===== src/rtl/rclr_pkg.sv =====
package rclr_pkg;

  typedef enum logic [1:0] {
    ST_IDLE = 2'd0,
    ST_WALK = 2'd1,
    ST_DONE = 2'd2
  } seqState_t;

  // Strobes from control to datapath
  typedef struct packed {
    logic load;  // latch resolved bottom/top into the walk registers
    logic step;  // issue the current write and advance the cursor
  } dpStrobes_t;

endpackage


===== src/rtl/rclr_datapath.sv =====
module rclr_datapath
  import rclr_pkg::*;
#(
  parameter int NUM_SREG = 64,
  parameter int START_W  = 5,
  parameter int COUNT_W  = 7
) (
  input  logic                        clk,
  input  logic                        rstN,
  input  dpStrobes_t                  strobes,
  input  logic [START_W-1:0]          startIdx,
  input  logic [COUNT_W-1:0]          regCount,
  input  logic                        isDouble,
  input  logic                        upperBank,
  output logic                        rangeIllegal,
  output logic                        rangeEmpty,
  output logic                        walkLast,
  output logic                        wrEn,
  output logic                        wrWide,
  output logic [$clog2(NUM_SREG)-1:0] wrIdx
);

  localparam int IDX_W = $clog2(NUM_SREG);
  localparam int CUR_W = IDX_W + 1;
  localparam int TOP_W = ((START_W > COUNT_W) ? START_W : COUNT_W) + 2;
  localparam logic [TOP_W-1:0] TOP_MAX = TOP_W'(NUM_SREG - 1);
  localparam logic [TOP_W-1:0] TOP_LOW = TOP_W'(NUM_SREG / 2 - 1);
  localparam logic [CUR_W-1:0] CUR_LOW = CUR_W'(NUM_SREG / 2 - 1);

  // Range resolution, evaluated while a request is presented
  logic [TOP_W-1:0] spanTop, topRaw;
  logic [CUR_W-1:0] bottom, topEff;
  logic             countZero;

  always_comb begin
    countZero = (regCount == '0);
    spanTop   = TOP_W'(startIdx) + TOP_W'(regCount) - TOP_W'(1);
    topRaw    = isDouble ? {spanTop[TOP_W-2:0], 1'b1} : spanTop;
    bottom    = isDouble ? CUR_W'({startIdx, 1'b0}) : CUR_W'(startIdx);
    rangeIllegal = !countZero &&
                   ((topRaw > TOP_MAX) || ((topRaw > TOP_LOW) && !topRaw[0]));
    topEff    = (!upperBank && (topRaw > TOP_LOW)) ? CUR_LOW : CUR_W'(topRaw);
    rangeEmpty = countZero || (topEff < bottom);
  end

  // Walk registers
  logic [CUR_W-1:0] cursor, topReg, cursorNext;
  logic             wideNow;

  always_comb begin
    wideNow    = !cursor[0] && (cursor < topReg);
    cursorNext = cursor + (wideNow ? CUR_W'(2) : CUR_W'(1));
    walkLast   = (cursorNext > topReg);
  end

  always_ff @(posedge clk or negedge rstN) begin
    if (!rstN) begin
      cursor <= '0;
      topReg <= '0;
    end else if (strobes.load) begin
      cursor <= bottom;
      topReg <= topEff;
    end else if (strobes.step) begin
      cursor <= cursorNext;
    end
  end

  assign wrEn   = strobes.step;
  assign wrWide = strobes.step && wideNow;
  assign wrIdx  = cursor[IDX_W-1:0];

  // a 64-bit write always starts on an even single
  p_wide_even_r8: assert property (@(posedge clk) disable iff (!rstN)
    wrWide |-> !wrIdx[0]);

  // no write beyond the latched top
  p_in_range_r7: assert property (@(posedge clk) disable iff (!rstN)
    wrEn |-> (cursor <= topReg));

  // without the upper bank the latched top stays in the low half
  p_clamped_top_r7: assert property (@(posedge clk) disable iff (!rstN)
    (strobes.load && !upperBank) |=> (topReg <= CUR_LOW));

  // consecutive writes advance by the width of the previous write
  p_advance_r8: assert property (@(posedge clk) disable iff (!rstN)
    (wrEn && !walkLast) |=>
      (wrEn && (cursor == $past(cursor) + ($past(wrWide) ? CUR_W'(2) : CUR_W'(1)))));

endmodule


===== src/rtl/rclr_ctrl.sv =====
module rclr_ctrl
  import rclr_pkg::*;
(
  input  logic       clk,
  input  logic       rstN,
  input  logic       start,
  input  logic       secureState,
  input  logic       mainExt,
  input  logic       fpPresent,
  input  logic       vecPresent,
  input  logic       fpCtxAutoEn,
  input  logic       secFpOwned,
  input  logic       fpAccessOk,
  input  logic       rangeIllegal,
  input  logic       rangeEmpty,
  input  logic       walkLast,
  output dpStrobes_t strobes,
  output logic       busy,
  output logic       done,
  output logic       predClr,
  output logic       faultUndef,
  output logic       faultNocp
);

  seqState_t state;
  logic      flagUndef, flagNocp, flagPred;
  logic      denyUndef, noHw, ctxIdle, goWalk;

  always_comb begin
    denyUndef = !secureState || !mainExt;
    noHw      = !fpPresent && !vecPresent;
    ctxIdle   = fpCtxAutoEn && !secFpOwned;
    goWalk    = !denyUndef && !noHw && !ctxIdle && fpAccessOk &&
                !rangeIllegal && !rangeEmpty;
    strobes.load = (state == ST_IDLE) && start && goWalk;
    strobes.step = (state == ST_WALK);
  end

  always_ff @(posedge clk or negedge rstN) begin
    if (!rstN) begin
      state     <= ST_IDLE;
      flagUndef <= 1'b0;
      flagNocp  <= 1'b0;
      flagPred  <= 1'b0;
    end else begin
      case (state)
        ST_IDLE: if (start) begin
          flagUndef <= 1'b0;
          flagNocp  <= 1'b0;
          flagPred  <= 1'b0;
          state     <= ST_DONE;
          if (denyUndef) begin
            flagUndef <= 1'b1;
          end else if (noHw || ctxIdle) begin
            flagPred  <= 1'b0;
          end else if (!fpAccessOk) begin
            flagNocp  <= 1'b1;
          end else if (rangeIllegal) begin
            flagUndef <= 1'b1;
          end else begin
            flagPred  <= vecPresent;
            if (!rangeEmpty) state <= ST_WALK;
          end
        end
        ST_WALK: if (walkLast) state <= ST_DONE;
        ST_DONE: begin
          state     <= ST_IDLE;
          flagUndef <= 1'b0;
          flagNocp  <= 1'b0;
          flagPred  <= 1'b0;
        end
        default: state <= ST_IDLE;
      endcase
    end
  end

  assign busy       = (state != ST_IDLE);
  assign done       = (state == ST_DONE);
  assign faultUndef = done && flagUndef;
  assign faultNocp  = done && flagNocp;
  assign predClr    = done && flagPred;

  // completion is a single-cycle pulse
  p_done_pulse_r10: assert property (@(posedge clk) disable iff (!rstN)
    done |=> !done);

  // the two faults never report together
  p_fault_excl_r4: assert property (@(posedge clk) disable iff (!rstN)
    !(faultUndef && faultNocp));

  // a faulted request never clears the predicate
  p_fault_no_pred_r9: assert property (@(posedge clk) disable iff (!rstN)
    (faultUndef || faultNocp) |-> !predClr);

endmodule


===== src/rtl/rclr_top.sv =====
module rclr_top
  import rclr_pkg::*;
#(
  parameter int NUM_SREG = 64,
  parameter int START_W  = 5,
  parameter int COUNT_W  = 7
) (
  input  logic                        clk,
  input  logic                        rstN,
  input  logic                        start,
  input  logic [START_W-1:0]          startIdx,
  input  logic [COUNT_W-1:0]          regCount,
  input  logic                        isDouble,
  input  logic                        secureState,
  input  logic                        mainExt,
  input  logic                        fpPresent,
  input  logic                        vecPresent,
  input  logic                        upperBank,
  input  logic                        fpCtxAutoEn,
  input  logic                        secFpOwned,
  input  logic                        fpAccessOk,
  output logic                        busy,
  output logic                        wrEn,
  output logic                        wrWide,
  output logic [$clog2(NUM_SREG)-1:0] wrIdx,
  output logic                        predClr,
  output logic                        done,
  output logic                        faultUndef,
  output logic                        faultNocp
);

  dpStrobes_t strobes;
  logic       rangeIllegal, rangeEmpty, walkLast;

  rclr_ctrl u_ctrl (
    .clk          (clk),
    .rstN         (rstN),
    .start        (start),
    .secureState  (secureState),
    .mainExt      (mainExt),
    .fpPresent    (fpPresent),
    .vecPresent   (vecPresent),
    .fpCtxAutoEn  (fpCtxAutoEn),
    .secFpOwned   (secFpOwned),
    .fpAccessOk   (fpAccessOk),
    .rangeIllegal (rangeIllegal),
    .rangeEmpty   (rangeEmpty),
    .walkLast     (walkLast),
    .strobes      (strobes),
    .busy         (busy),
    .done         (done),
    .predClr      (predClr),
    .faultUndef   (faultUndef),
    .faultNocp    (faultNocp)
  );

  rclr_datapath #(
    .NUM_SREG (NUM_SREG),
    .START_W  (START_W),
    .COUNT_W  (COUNT_W)
  ) u_dp (
    .clk          (clk),
    .rstN         (rstN),
    .strobes      (strobes),
    .startIdx     (startIdx),
    .regCount     (regCount),
    .isDouble     (isDouble),
    .upperBank    (upperBank),
    .rangeIllegal (rangeIllegal),
    .rangeEmpty   (rangeEmpty),
    .walkLast     (walkLast),
    .wrEn         (wrEn),
    .wrWide       (wrWide),
    .wrIdx        (wrIdx)
  );

  // a start while busy never ends the current request early
  p_ignore_busy_r10: assert property (@(posedge clk) disable iff (!rstN)
    (busy && !done && start) |=> busy);

  // no zeroing write in the completion cycle
  p_no_write_at_done_r8: assert property (@(posedge clk) disable iff (!rstN)
    done |-> !wrEn);

endmodule


===== config.mk =====
export PLATFORM = sky130hd
export DESIGN_NAME = rclr_top
export DESIGN_NICKNAME = d
export VERILOG_FILES = /design/src/rtl/rclr_pkg.sv /design/src/rtl/rclr_datapath.sv /design/src/rtl/rclr_ctrl.sv /design/src/rtl/rclr_top.sv
export SDC_FILE = /design/constraint.sdc
export NUM_CORES = 1
export LEC_CHECK = 0
export ABC_CLOCK_PERIOD_IN_PS = 3260
export BUFFER_PORTS_ARGS = -buffer_cell sky130_fd_sc_hd__buf_2
export CORE_MARGIN = 2
export CORE_UTILIZATION = 52
export CTS_CLUSTER_DIAMETER = 80
export CTS_CLUSTER_SIZE = 10
export DETAILED_ROUTE_END_ITERATION = 12
export PLACE_DENSITY_LB_ADDON = 0.1
export SYNTH_ARGS = -nofsm -noshare
export SYNTH_HDL_FRONTEND = slang
export SYNTH_HIERARCHICAL = 1
export SYNTH_SLANG_ARGS = --single-unit

===== constraint.sdc =====
create_clock -name clk -period 3.26 [get_ports clk]
set_input_delay 0 -clock clk [delete_from_list [all_inputs] [get_ports clk]]
set_output_delay 0 -clock clk [all_outputs]
set_load 0.1 [all_outputs]

## After elaboration in Yosys (flattened, before gate mapping)

Index checks and enable logic that the tools add are counted.

- $add $sub $neg: 3
- Order comparisons: 5
- Eq/ne operators: 4
- Multiplexer cells: 31
- Reduce and logical (&&, ||, !) cells: 42

Operator list:

| kind | number |
|---|---|
| 7-bit two-way mux | 3 |
| 1-bit logical AND | 17 |
| 2-bit two-way mux | 8 |
| 1-bit logical NOT | 14 |
| 7-bit less-than comparator | 2 |
| 1-bit two-way mux | 14 |
| 9-bit by 5-bit > comparator with 1-bit output, second input constant | 1 |
| 9-bit by 6-bit > comparator with 1-bit output, second input constant | 1 |
| 9-bit two-way mux | 1 |
| 9-bit by 1-bit subtractor with 9-bit output, second input constant | 1 |
| 5-bit by 7-bit adder with 8-bit output | 1 |
| 7-bit adder | 1 |
| 7-bit > comparator | 1 |
| 7-bit logical NOT | 1 |
| 6-bit two-way mux | 1 |
| 1-bit case mux with 2 select lines | 3 |
| 2-bit nonzero test | 3 |
| 1-bit logical OR | 4 |
| 2-bit case mux with 2 select lines | 1 |
| 2-bit AND reduction | 2 |
| 2-bit by 1-bit == test with 1-bit output, second input constant | 1 |
| 2-bit == test, second input constant | 1 |
| 2-bit logical NOT | 1 |
| 2-bit by 1-bit inequality test with 1-bit output, second input constant | 1 |
| 2-bit inequality test, second input constant | 1 |

- Register bits: 19
- Input bits: 24
- Output and inout bits: 13
- Word-level logic and storage cells: 91

## Logic depth before layout (Yosys ltp)

Gate-level depths: netlist of the first run.

- Word-level depth: 15
- Mapped depth: 26
- Mapped depth without buffers: 25

## By module

The synthesis of the first run kept the hierarchy.

Modules (own cells, without submodules):

| module | times used | cells an instance | area each (sq um) | sequential area each (sq um) |
|---|---|---|---|---|
| rclr_datapath | 1 | 225 | 1815.5 | 350.3 |
| rclr_ctrl | 1 | 39 | 341.6 | 125.1 |

## Worst setup path after synthesis of the first run

No wires, ideal clock.

- Kind: input to register
- From: input port startIdx[1]
- To: register u_dp.cursor[3]
- Arrival: 4118 ps
- Slack: -935 ps
- Stages on the path: 26
- Cells stage by stage: inv_1 ha_1 inv_1 ha_1 inv_1 fa_1 nand2b_1 a21oi_2 xor2_1 a22oi_1 a31o_1 buf_6 nand2_1 ha_1 a21o_1 a21o_1 a21oi_1 and4b_1 a31o_1 nor3b_2 nand4b_1 nor3_1 clkbuf_1 clkbuf_1 nor2_1 a21oi_1

RTL lines:

| item | RTL line | RTL |
|---|---|---|
| start, declared | rclr_top.sv:11 | `input logic [START_W-1:0] startIdx,` |
| end signal, assigned | rclr_datapath.sv:61 | `cursor <= bottom;` |
| end signal, assigned | rclr_datapath.sv:64 | `cursor <= cursorNext;` |
| end, declared | rclr_datapath.sv:47 | `logic [CUR_W-1:0] cursor, topReg, cursorNext;` |

==> impl_results.md, run 1 <==
* CORE AREA at 4000 um^2
* Synth Flop Type: dfrtp_1
* Initial antenna violation count at 0
* Largest area contributor in the netlist: dfrtp_1
* Core Rows at 23
* Routability cong. at 0.7973
* Crit-path max FO at 5
* Routed Antenna Nets at 0
* Multi-input gate area at 1693 um^2
* Cell area after synthesis at 2157 um^2
* Cell with the most instances after synthesis: inv_1
* Final core occ at 0.7923
* FMAX at 259.8 MHz
* Arrival @ worst endpoint at 3.99 ns
* Initial core utilization at 0.5393
* Post-DP HPWL at 4519 um
* Root Driver: clkbuf_8
* Synth Instances at 264
* #FFs+latches synth at 19
* Top-area cell type share of the netlist area at 0.2204
* Diodes inserted at 0
* Vias/cell at 5.263
* Port bufs at 36
* Failing checks: setup timing
* Worst rel slew slack at 0.5826
* Worst reg2reg path depth at 16
* VDD IR max at 0.0003210 V
* Hold Crit Depth at 3
* Pwr dens at 660.0 nW/um^2
* Placement Setup Slack at -0.9813 ns
* Die Width at 68.41 um
* Pleak at 1.585 nW
* EDFF count, synth at 0
* Status: finished, violations left
* Reg clk slew, reported paths at roughly 0.07 ns
* CTS H-Tree Depth at 1
* CTS tree: built
* Global-route wire length before repair at 8838 um
* Asr flop ratio synth at 1.000
* DP Area at 2873 um^2
* Fillers at 274
* Synth unique cells at between 50 and 60
* Initial DRC count at 152
* Drt drc at 0
* Final Non-Filler Cells at between 400 and 500
* Largest net degree at the start of global routing at 20
* Final Critical Period at 3.849 ns
* Crit Path Category: in2reg
* Ranking of synthesized cells by area: dfrtp_1 (22%), ha_1 (18%), inv_1 (5.9%)
* Unrepaired setup endpoints after global routing: yes
* Final WL at 5941 um
* Clk buf depth at 2
* Worst Max-Slew Pin Slew at between 0.6 and 0.7 ns
* Worst path required time at 3.40 ns
* Dpl cells at 394
* Post-synth top cells: inv_1 (34), ha_1 (31), dfrtp_1 (19), nand2_1 (19), nor2_1 (18)
* Max cap viols at 0
* Final worst-path setup slack at -0.5892 ns
* Hold Fails Final Rpt at 0
* Vias in the first global route at 1975
* Final setup vio count at 16
* Syn-to-layout area delta at 46.93%
* DR vias at approximately 2200
* Grt total ovfl at 0
* CTS Sinks at 19
* Cts bufs inserted at 3
* Synthesized net count at 320
* Boundary Pins at 37
* Sequential element share of the synthesized area at 0.2204
* Setup crit end kind: flop
* Min-delay worst type: in2reg
* Worst-Skew Late Latency at 0.25 ns
* Fraction of layout cells with a size suffix above 1 at 0.4417
* Avg Cell Area, Syn at between 8 and 9 um^2
* Fin area at 3169 um^2
* Nets at 417
* Kind of start point of the critical path: input port
* Worst Skew at between 0.0007 and 0.0008 ns
* Total GRT Usage at 0.2526
* Sequential Area at 475.5 um^2
* Die H at roughly 70 um
* Drt pass-1 iters at 4
* Die ar. at 4679 um^2
* Wire per inst at 14.49 um
* Synth warn at 6
* Slew Limit Fails at 0
* Period utilisation layout at 1.181
==> layer usage <==
metal  part of all wire  track usage  vias up  wire [um]
li1                   -            -     1111          -
met1               0.44       0.3174     1000       2610
met2               0.53       0.4543       37       3130
met3              0.016      0.01151       10         95
met4              0.018      0.09000        0        104
met5                  0            0        -          0
==> power by group <==
group / leakage, nW / internal (W) / switching [W]
clock: 0.0228 / 0.0000868 / 0.0000733
combinational: 1.32 / 0.000736 / 0.000872
sequential: 0.244 / 0.000281 / 0.0000414
==> through the flow <==
stage | hold slack [ns] | power, W | setup TNS (ns)
detailed placement | -0.04357 | 0.001677 | -13.70
global placement | -0.04895 | 0.001633 | -11.20
finish | 0.09054 | 0.002092 | -7.856
CTS | 0.07483 | 0.001936 | -5.771
floorplan | -0.2956 | 0.001253 | -6.591
global route | 0.09599 | 0.002247 | -11.14
==> flip-flops by register name, indices dropped and copies added (netlist names) <==
signal,flops
u_dp/cursor,7
u_dp/topReg,7
u_ctrl/state,2
u_ctrl/flagNocp,1
u_ctrl/flagPred,1
u_ctrl/flagUndef,1
==> worst paths after layout <==
| kind | slack, ns | endpoint | startpoint |
|---|---|---|---|
| min in group asynchronous | 0.22 | u_dp/topReg[3]$_DFFE_PN0P_ | rstN |
| max in group asynchronous | 2.74 | u_ctrl/state[0]$_DFFE_PN0P_ | rstN |
| max reg2reg | -0.16 | u_ctrl/state[1]$_DFFE_PN0P_ | u_dp/topReg[1]$_DFFE_PN0P_ |
| min reg2reg | 0.53 | u_ctrl/flagPred$_DFFE_PN0P_ | u_ctrl/flagPred$_DFFE_PN0P_ |
| max | -0.59 | u_dp/topReg[5]$_DFFE_PN0P_ | regCount[1] |
| min | 0.09 | u_ctrl/flagPred$_DFFE_PN0P_ | vecPresent |
==> cell usage in the layout, fill, tap and decap left out, types with 2 or more instances in the layout <==
cell type	n
nand2_4	2
and4_1	2
nor3_1	3
buf_6	5
inv_2	8
nor2b_1	5
inv_1	26
buf_2	34
a221o_1	2
mux2i_1	6
dlygate4sd3_1	2
and2_1	4
clkbuf_8	3
ha_1	22
nand2b_1	5
buf_4	65
a21o_1	9
nor3_2	2
xnor2_1	8
nand2_1	16
nor2_1	16
nand4_1	6
a31oi_1	6
ha_4	7
a31o_2	2
a21oi_1	6
o21ai_0	6
nand3_1	6
o21ai_1	5
a21oi_2	5
dfrtp_1	19
xor2_1	5
ha_2	2
==> logic make-up after synthesis <==
logic type	Yosys count	synth area share
mux	8	0.03770
fa+ha+maj	32	0.1891
flops	19	0.2204
simple gates	85	0.2088
compound gates	56	0.1804
xor+xnor	14	0.05685
buf+inv	50	0.1067
==> critical path, cell delays in order <==
cell	delay, ns
buf_8	0.09
inv_12	0.03
ha_4	0.22
inv_2	0.06
ha_4	0.13
inv_2	0.03
fa_2	0.34
nand2b_4	0.16
a21oi_4	0.14
xor2_2	0.11
a22oi_2	0.22
a31o_4	0.23
nand2_2	0.06
ha_2	0.31
and4_1	0.20
o21ai_1	0.07
a31o_2	0.24
a31o_1	0.19
nor3b_2	0.20
nand4b_1	0.23
nor3_4	0.29
buf_6	0.16
mux2_4	0.29
==> final cells by class <==
cell class | count | share of cell area
Multi-Input combinational cell | 195 | 0.5341
Timing Repair Buffer | 107 | 0.2365
Sequential cell | 19 | 0.1500
Inverter | 35 | 0.04540
Tap cell | 50 | 0.01974
Clock buffer | 4 | 0.01421
==> what timing repair did <==
action	in CTS	in global routing
pin swaps	21	6
endpoints found under the hold margin	20	0
endpoints found under the setup margin	16	16
resized for setup	20	21
hold buffers	2	0
setup buffers	5	7
cloned	1	0
No activity file was read; power rests on OpenSTA's default activity.
==> run 2: changes to the inputs <==
Settings changed: SETUP_SLACK_MARGIN set to 0.2.
==> run 2 against run 1 <==
Clock power is essentially flat. Final area is 1.5% higher. Largest cell class unchanged. First-iteration DRC count up 11%. The run still ends with setup timing left. Non-clock buffer count rose by 3. Critical path type unchanged. Clock skew up 0.00083 ns. Fmax up 0.17%. Largest power group unchanged. Highest routed layer unchanged. Register-to-register slack barely moved. Core utilization grew 1.2 points. Total power is 0.15% lower. Sequential cell count unchanged.
==> impl_results.md, run 2 (synthesis gave the netlist of run 1 again) <==
* Die Width at 68.41 um (unchanged)
* Pint at 0.001102 W (-0.23%)
* Vias in the first global route at 1975 (unchanged)
* Unrepaired setup endpoints after global routing: yes
* Global-route wire length before repair at 8838 um (unchanged)
* Setup crit end kind: flop
* Clock share of power at 0.077 (about the same)
* CORE AREA at 4000 um^2 (unchanged)
* Root Driver: clkbuf_8
* Diodes inserted at 0 (unchanged)
* FF-to-FF setup slack at -0.16 ns (about the same)
* Reg clk slew, reported paths at 0.07 ns (about the same)
* Drt drc at 0 (unchanged)
* Worst-Skew Late Latency at 0.25 ns (about the same)
* Worst Max-Slew Pin Slew at 0.6289 ns (+0.008567 ns)
* Routability cong. at 0.7973 (unchanged)
* Crit Path Category: in2reg
* Drt pass-1 iters at 4 (unchanged)
* Sw Pwr at 0.0009864 W (about the same)
* Wire per inst at 14.58 um (+0.63%)
* Combinational share of power at 0.768 (about the same)
* Status: finished, violations left
* Initial core utilization at 0.5393 (unchanged)
* Total GRT Usage at 0.2526 (unchanged)
* GRT met2 Usage at 0.4543 (unchanged)
* Fraction of layout cells with a size suffix above 1 at 0.4545 (+0.01288)
* Pwr dens at 649.5 nW/um^2 (-1.6%)
* Worst Skew at 0.001572 ns (+0.0008266 ns)
* HP Start: vecPresent
* Commonest non-fill, non-tap cells in the layout: buf_4 (64), buf_2 (34), inv_1 (26)
* Max cap viols at 0 (unchanged)
* Die H at 68.41 um (unchanged)
* Largest net degree at the start of global routing at 20 (unchanged)
* Fillers at 259 (-5.5%)
* Placement Setup Slack at -0.9813 ns (unchanged)
* DP Area at 2873 um^2 (unchanged)
* Vias/cell at 5.283 (+0.38%)
* Sequential share of power at 0.154 (about the same)
* Slew Limit Fails at 0 (unchanged)
* Core Rows at 23 (unchanged)
* Post-DP HPWL at 4519 um (unchanged)
* Clk buf depth at 2 (unchanged)
* Cts bufs inserted at 3 (unchanged)
* Commonest non-fill, non-tap cell in the layout: buf_4
* Pleak at 1.605 nW (+1.3%)
* Fin area at 3216 um^2 (+1.5%)
* Grt total ovfl at 0 (unchanged)
* Global routing usage on met3 at 0.01151 (unchanged)
* Die ar. at 4679 um^2 (unchanged)
* FMAX at 260.2 MHz (+0.17%)
* Hold Slack at 0.08631 ns (-0.004229 ns)
* Hold Fails Final Rpt at 0 (unchanged)
* Failing checks: setup timing
* Reg2reg start: u_dp/topReg[1]$_DFFE_PN0P_
* Worst path required time at 3.40 ns (about the same)
* Final core occ at 0.8039 (+0.01157)
* Hold Crit Endpoint: u_ctrl/flagPred$_DFFE_PN0P_
* Initial DRC count at 168 (+11%)
* DR vias at 2182 (+1.1%)
* Kind of start point of the critical path: input port
* Final setup vio count at 16 (unchanged)
* Final WL at 6022 um (+1.4%)
* Largest registers: u_dp/cursor (7), u_dp/topReg (7), u_ctrl/state (2)
* Worst reg2reg path depth at 16 (unchanged)
* Syn-to-layout area delta at 49.07%
* GR peak layer: met2
* VDD IR max at 0.0004099 V (+28%)
* CTS Sinks at 19 (unchanged)
* Crit-path max FO at 5 (unchanged)
* Arrival @ worst endpoint at 3.99 ns (about the same)
* Initial antenna violation count at 0 (unchanged)
* Min-delay worst type: in2reg
* Port bufs at 36 (unchanged)
* Worst rel slew slack at 0.5769 (-0.005764)
* Final worst-path setup slack at -0.5829 ns (+0.006346 ns)
* Boundary Pins at 37 (unchanged)
* CTS tree: built
* GR Util met1 at 0.3174 (unchanged)
* Final Critical Period at 3.843 ns (-0.006346 ns)
* Nets at 420 (+0.72%)
* Routed Antenna Nets at 0 (unchanged)
* Reg2Reg Capture Point: u_ctrl/state[1]$_DFFE_PN0P_
* Period utilisation layout at 1.179 (-0.001947)
* CTS H-Tree Depth at 1 (unchanged)
* Hold Crit Depth at 3 (unchanged)
* Sw Share at 0.4723 (about the same)
-- run 2: cell types whose count changed in the layout (fill, tap and decap cells not counted), sizes merged --
cell	before	now
buf	105	108
-- run 2: through the flow --
step                TNS, ns  total power [W]  std cells
floorplan            -6.591         0.001253        264
global placement     -11.20         0.001633        394
detailed placement   -13.70         0.001677        394
CTS                  -5.771         0.001936        406
global route         -11.29         0.002249        413
finish               -7.968         0.002088        413
-- run 2: final cells by class --
| class | count | area (um^2) | area share |
|---|---|---|---|
| timing repair buffer | 110 | 787.0 | 0.2447 |
| multi-input combinational | 195 | 1702 | 0.5292 |
| clock buffer | 4 | 45.04 | 0.01401 |
| tap | 50 | 62.56 | 0.01946 |
| sequential | 19 | 475.5 | 0.1479 |
| inverter | 35 | 143.9 | 0.04475 |
-- run 2: power by group through the flow --
stage	sequential, W	combinational, W	clock (W)
6_report	0.000322	0.00160	0.000162
5_1_grt	0.000328	0.00174	0.000177
4_1_cts	0.000316	0.00145	0.000165
3_5_place_dp	0.000320	0.00136	0
3_3_place_gp	0.000318	0.00131	0
2_1_floorplan	0.000320	0.000933	0
-- run 2: metal layers --
layer / vias up / share of wire
met5: - / 0
met4: 0 / 0.015
met3: 8 / 0.018
met2: 38 / 0.54
met1: 1020 / 0.43
li1: 1116 / -
-- run 2: what timing repair did --
action                                  4_1_cts  5_1_grt
buffers inserted                              5        7
hold buffers                                  2        0
gates cloned                                  1        0
resized for setup                            20       28
pin swaps                                    21        5
endpoints found under the setup margin       16       16
hold endpoints to repair                     20        0
-- run 2: how the worst max path moves through the flow --
| stage | from | cells past startpoint | to |
|---|---|---|---|
| after floorplan | regCount[1] | 24 | u_dp/topReg[5]$_DFFE_PN0P_ |
| after global placement | regCount[1] | 24 | u_dp/topReg[5]$_DFFE_PN0P_ |
| after detailed placement | regCount[1] | 24 | u_dp/topReg[5]$_DFFE_PN0P_ |
| after CTS | regCount[1] | 24 | u_dp/topReg[5]$_DFFE_PN0P_ |
| after global routing | regCount[1] | 23 | u_dp/topReg[5]$_DFFE_PN0P_ |
| final | regCount[1] | 23 | u_dp/topReg[5]$_DFFE_PN0P_ |
-- run 2: worst max-delay path, stage by stage --
cell and delay (ns):
buf_8 0.09, inv_12 0.03, ha_4 0.22, inv_2 0.06, ha_4 0.13, inv_2 0.03
fa_2 0.34, nand2b_4 0.16, a21oi_4 0.14, xor2_2 0.11, mux2i_2 0.21, a31o_4 0.24
nand2_2 0.07, ha_2 0.31, and4_1 0.20, o21ai_1 0.08, a31o_2 0.24, a31o_1 0.19
nor3b_2 0.20, nand4b_1 0.21, nor3_4 0.28, buf_6 0.16, mux2_4 0.29
==> run 3: changes to the inputs <==
Settings changed: ABC_CLOCK_PERIOD_IN_PS 3260 to 3500.
Clock period 3.26 ns to 3.5 ns, I/O delays scaled along.
==> run 3 against run 2 <==
The flow still finishes with violations (setup timing). Clock-buffer cell count did not move. Sequential cell count did not move. Setup slack gained 0.30 ns. Total power is 15% lower. Via count decreased by 1.5%. Critical path type unchanged. Largest power group unchanged.
==> impl_results.md, run 3 (synthesis gave the netlist of run 1 again) <==
* Commonest non-fill, non-tap cell in the layout: buf_4
* Final setup vio count at 16 (unchanged)
* Core Rows at 23 (unchanged)
* VDD IR max at 0.0002533 V (-38%)
* Pwr dens at 558.7 nW/um^2 (-14%)
* Vias/cell at 5.293 (+0.19%)
* Crit Path Category: in2reg
* Post-DP HPWL at 4352 um (-3.7%)
* Status: finished, violations left
* Min-delay worst type: in2reg
* Worst-Skew Late Latency at 0.25 ns (about the same)
* Clk buf depth at 2 (unchanged)
* Drt drc at 0 (unchanged)
* CTS H-Tree Depth at 1 (unchanged)
* Nets at 413 (-1.7%)
* Die H at 68.41 um (unchanged)
* Routability cong. at 0.7927 (-0.58%)
* Reg clk slew, reported paths at 0.07 ns (about the same)
* Worst rel slew slack at 0.6524 (+0.07550)
* Slew Limit Fails at 0 (unchanged)
* Cts bufs inserted at 3 (unchanged)
* Root Driver: clkbuf_8
* CTS tree: built
* Commonest non-fill, non-tap cells in the layout: buf_4 (58), buf_2 (34), inv_1 (28)
* Die Width at 68.41 um (unchanged)
* Vias in the first global route at 2051 (+3.8%)
* DR vias at 2149 (-1.5%)
* Worst Max-Slew Pin Slew at 0.5070 ns (-0.1220 ns)
* Initial antenna violation count at 0 (unchanged)
* Placement Setup Slack at -0.7038 ns (+0.2774 ns)
* Failing checks: setup timing
* Routed Antenna Nets at 0 (unchanged)
* Period utilisation layout at 1.081
* Wire per inst at 13.88 um (-4.8%)
* FMAX at 264.3 MHz
* Final Critical Period at 3.783 ns
* Arrival @ worst endpoint at 3.92 ns (-0.07 ns)
* Largest net degree at the start of global routing at 20 (unchanged)
* Port bufs at 36 (unchanged)
* Crit-path max FO at 7 (+2)
* Total GRT Usage at 0.2432 (-0.009384)
* Boundary Pins at 37 (unchanged)
* Final core occ at 0.7961 (-0.007820)
* Pleak at 1.584 nW (-1.3%)
* Max cap viols at 0 (unchanged)
* Drt pass-1 iters at 4 (unchanged)
* Syn-to-layout area delta at 47.62%
* Diodes inserted at 0 (unchanged)
* CORE AREA at 4000 um^2 (unchanged)
* Worst path required time at 3.63 ns (+0.23 ns)
* Hold Fails Final Rpt at 0 (unchanged)
* Fillers at 280 (+8.1%)
* Initial core utilization at 0.5393 (unchanged)
* Fraction of layout cells with a size suffix above 1 at 0.4438 (-0.01073)
* Unrepaired setup endpoints after global routing: yes
* Global-route wire length before repair at 8652 um (-2.1%)
* CTS Sinks at 19 (unchanged)
* Worst Skew at 0.001837 ns (+0.0002645 ns)
* Kind of start point of the critical path: input port
* Initial DRC count at 132 (-21%)
* Setup crit end kind: flop
* Final WL at 5637 um (-6.4%)
* Hold Slack at 0.08967 ns (+0.003357 ns)
* Grt total ovfl at 0 (unchanged)
* Largest registers: u_dp/cursor (7), u_dp/topReg (7), u_ctrl/state (2)
* Die ar. at 4679 um^2 (unchanged)
* Final worst-path setup slack at -0.2829 ns (+0.2999 ns)
-- run 3: through the flow --
| step | instance area, um^2 | instances | power (W) | TNS [ns] |
|---|---|---|---|---|
| 6_report | 3184 | 406 | 0.001779 | -3.524 |
| 5_1_grt | 3184 | 406 | 0.001937 | -6.217 |
| 4_1_cts | 3058 | 403 | 0.001714 | -1.529 |
| 3_5_place_dp | 2820 | 387 | 0.001509 | -9.472 |
| 3_3_place_gp | 2820 | 387 | 0.001477 | -7.458 |
| 2_1_floorplan | 2300 | 264 | 0.001167 | -3.159 |
-- run 3: area by class of cell --
type | instances | area, um^2 | share of cell area
Clock buffer | 4 | 45.04 | 0.01415
Inverter | 35 | 146.4 | 0.04597
Multi-Input combinational cell | 195 | 1724 | 0.5415
Sequential cell | 19 | 475.5 | 0.1493
Tap cell | 50 | 62.56 | 0.01965
Timing Repair Buffer | 103 | 730.7 | 0.2295
-- run 3: path summary, 6_finish.rpt --
kind | cells after the start | from | slack, ns | endpoint
worst max-delay path | 24 | regCount[1] | -0.28 | u_dp/topReg[5]$_DFFE_PN0P_
worst min-delay path | 3 | vecPresent | 0.09 | u_ctrl/flagPred$_DFFE_PN0P_
worst max register to register | 18 | u_dp/topReg[1]$_DFFE_PN0P_ | 0.03 | u_ctrl/state[1]$_DFFE_PN0P_
worst min register to register | 1 | u_dp/topReg[5]$_DFFE_PN0P_ | 0.51 | u_dp/topReg[5]$_DFFE_PN0P_
max in group asynchronous | 2 | rstN | 2.99 | u_dp/topReg[1]$_DFFE_PN0P_
min in group asynchronous | 2 | rstN | 0.22 | u_dp/cursor[5]$_DFFE_PN0P_
-- run 3: routing by layer --
metal | track usage | vias up | part of all wire
met1 | 0.2859 | 999 | 0.43
met5 | 0 | - | 0
li1 | - | 1106 | -
met3 | 0.01974 | 4 | 0.024
met2 | 0.4748 | 40 | 0.54
met4 | 0.04500 | 0 | 0.0085
-- run 3: power breakdown --
part           internal [W]  switching, W
Sequential         0.000262     0.0000371
Clock             0.0000806     0.0000651
Combinational      0.000581      0.000753
-- run 3: worst max-delay path: stages --
cell	delay (ns)
buf_8	0.09
inv_12	0.03
ha_4	0.22
inv_2	0.06
ha_4	0.12
inv_2	0.03
fa_2	0.34
nand2b_4	0.16
a21oi_4	0.15
xor2_2	0.10
mux2i_1	0.22
a31o_4	0.27
nand2_4	0.07
ha_4	0.26
a21o_1	0.11
a21o_1	0.13
a21oi_2	0.06
a31o_2	0.23
a31o_1	0.20
nor3b_2	0.19
nand4b_1	0.16
nor3_2	0.23
buf_6	0.17
mux2_4	0.30
-- run 3: repair_timing --
item                                    4_1_cts  5_1_grt
endpoints found under the hold margin        20        0
hold buffers                                  2        0
resized for setup                            25       22
endpoints found under the setup margin       16       16
buffers inserted                             10        3
pin swaps                                    12        9
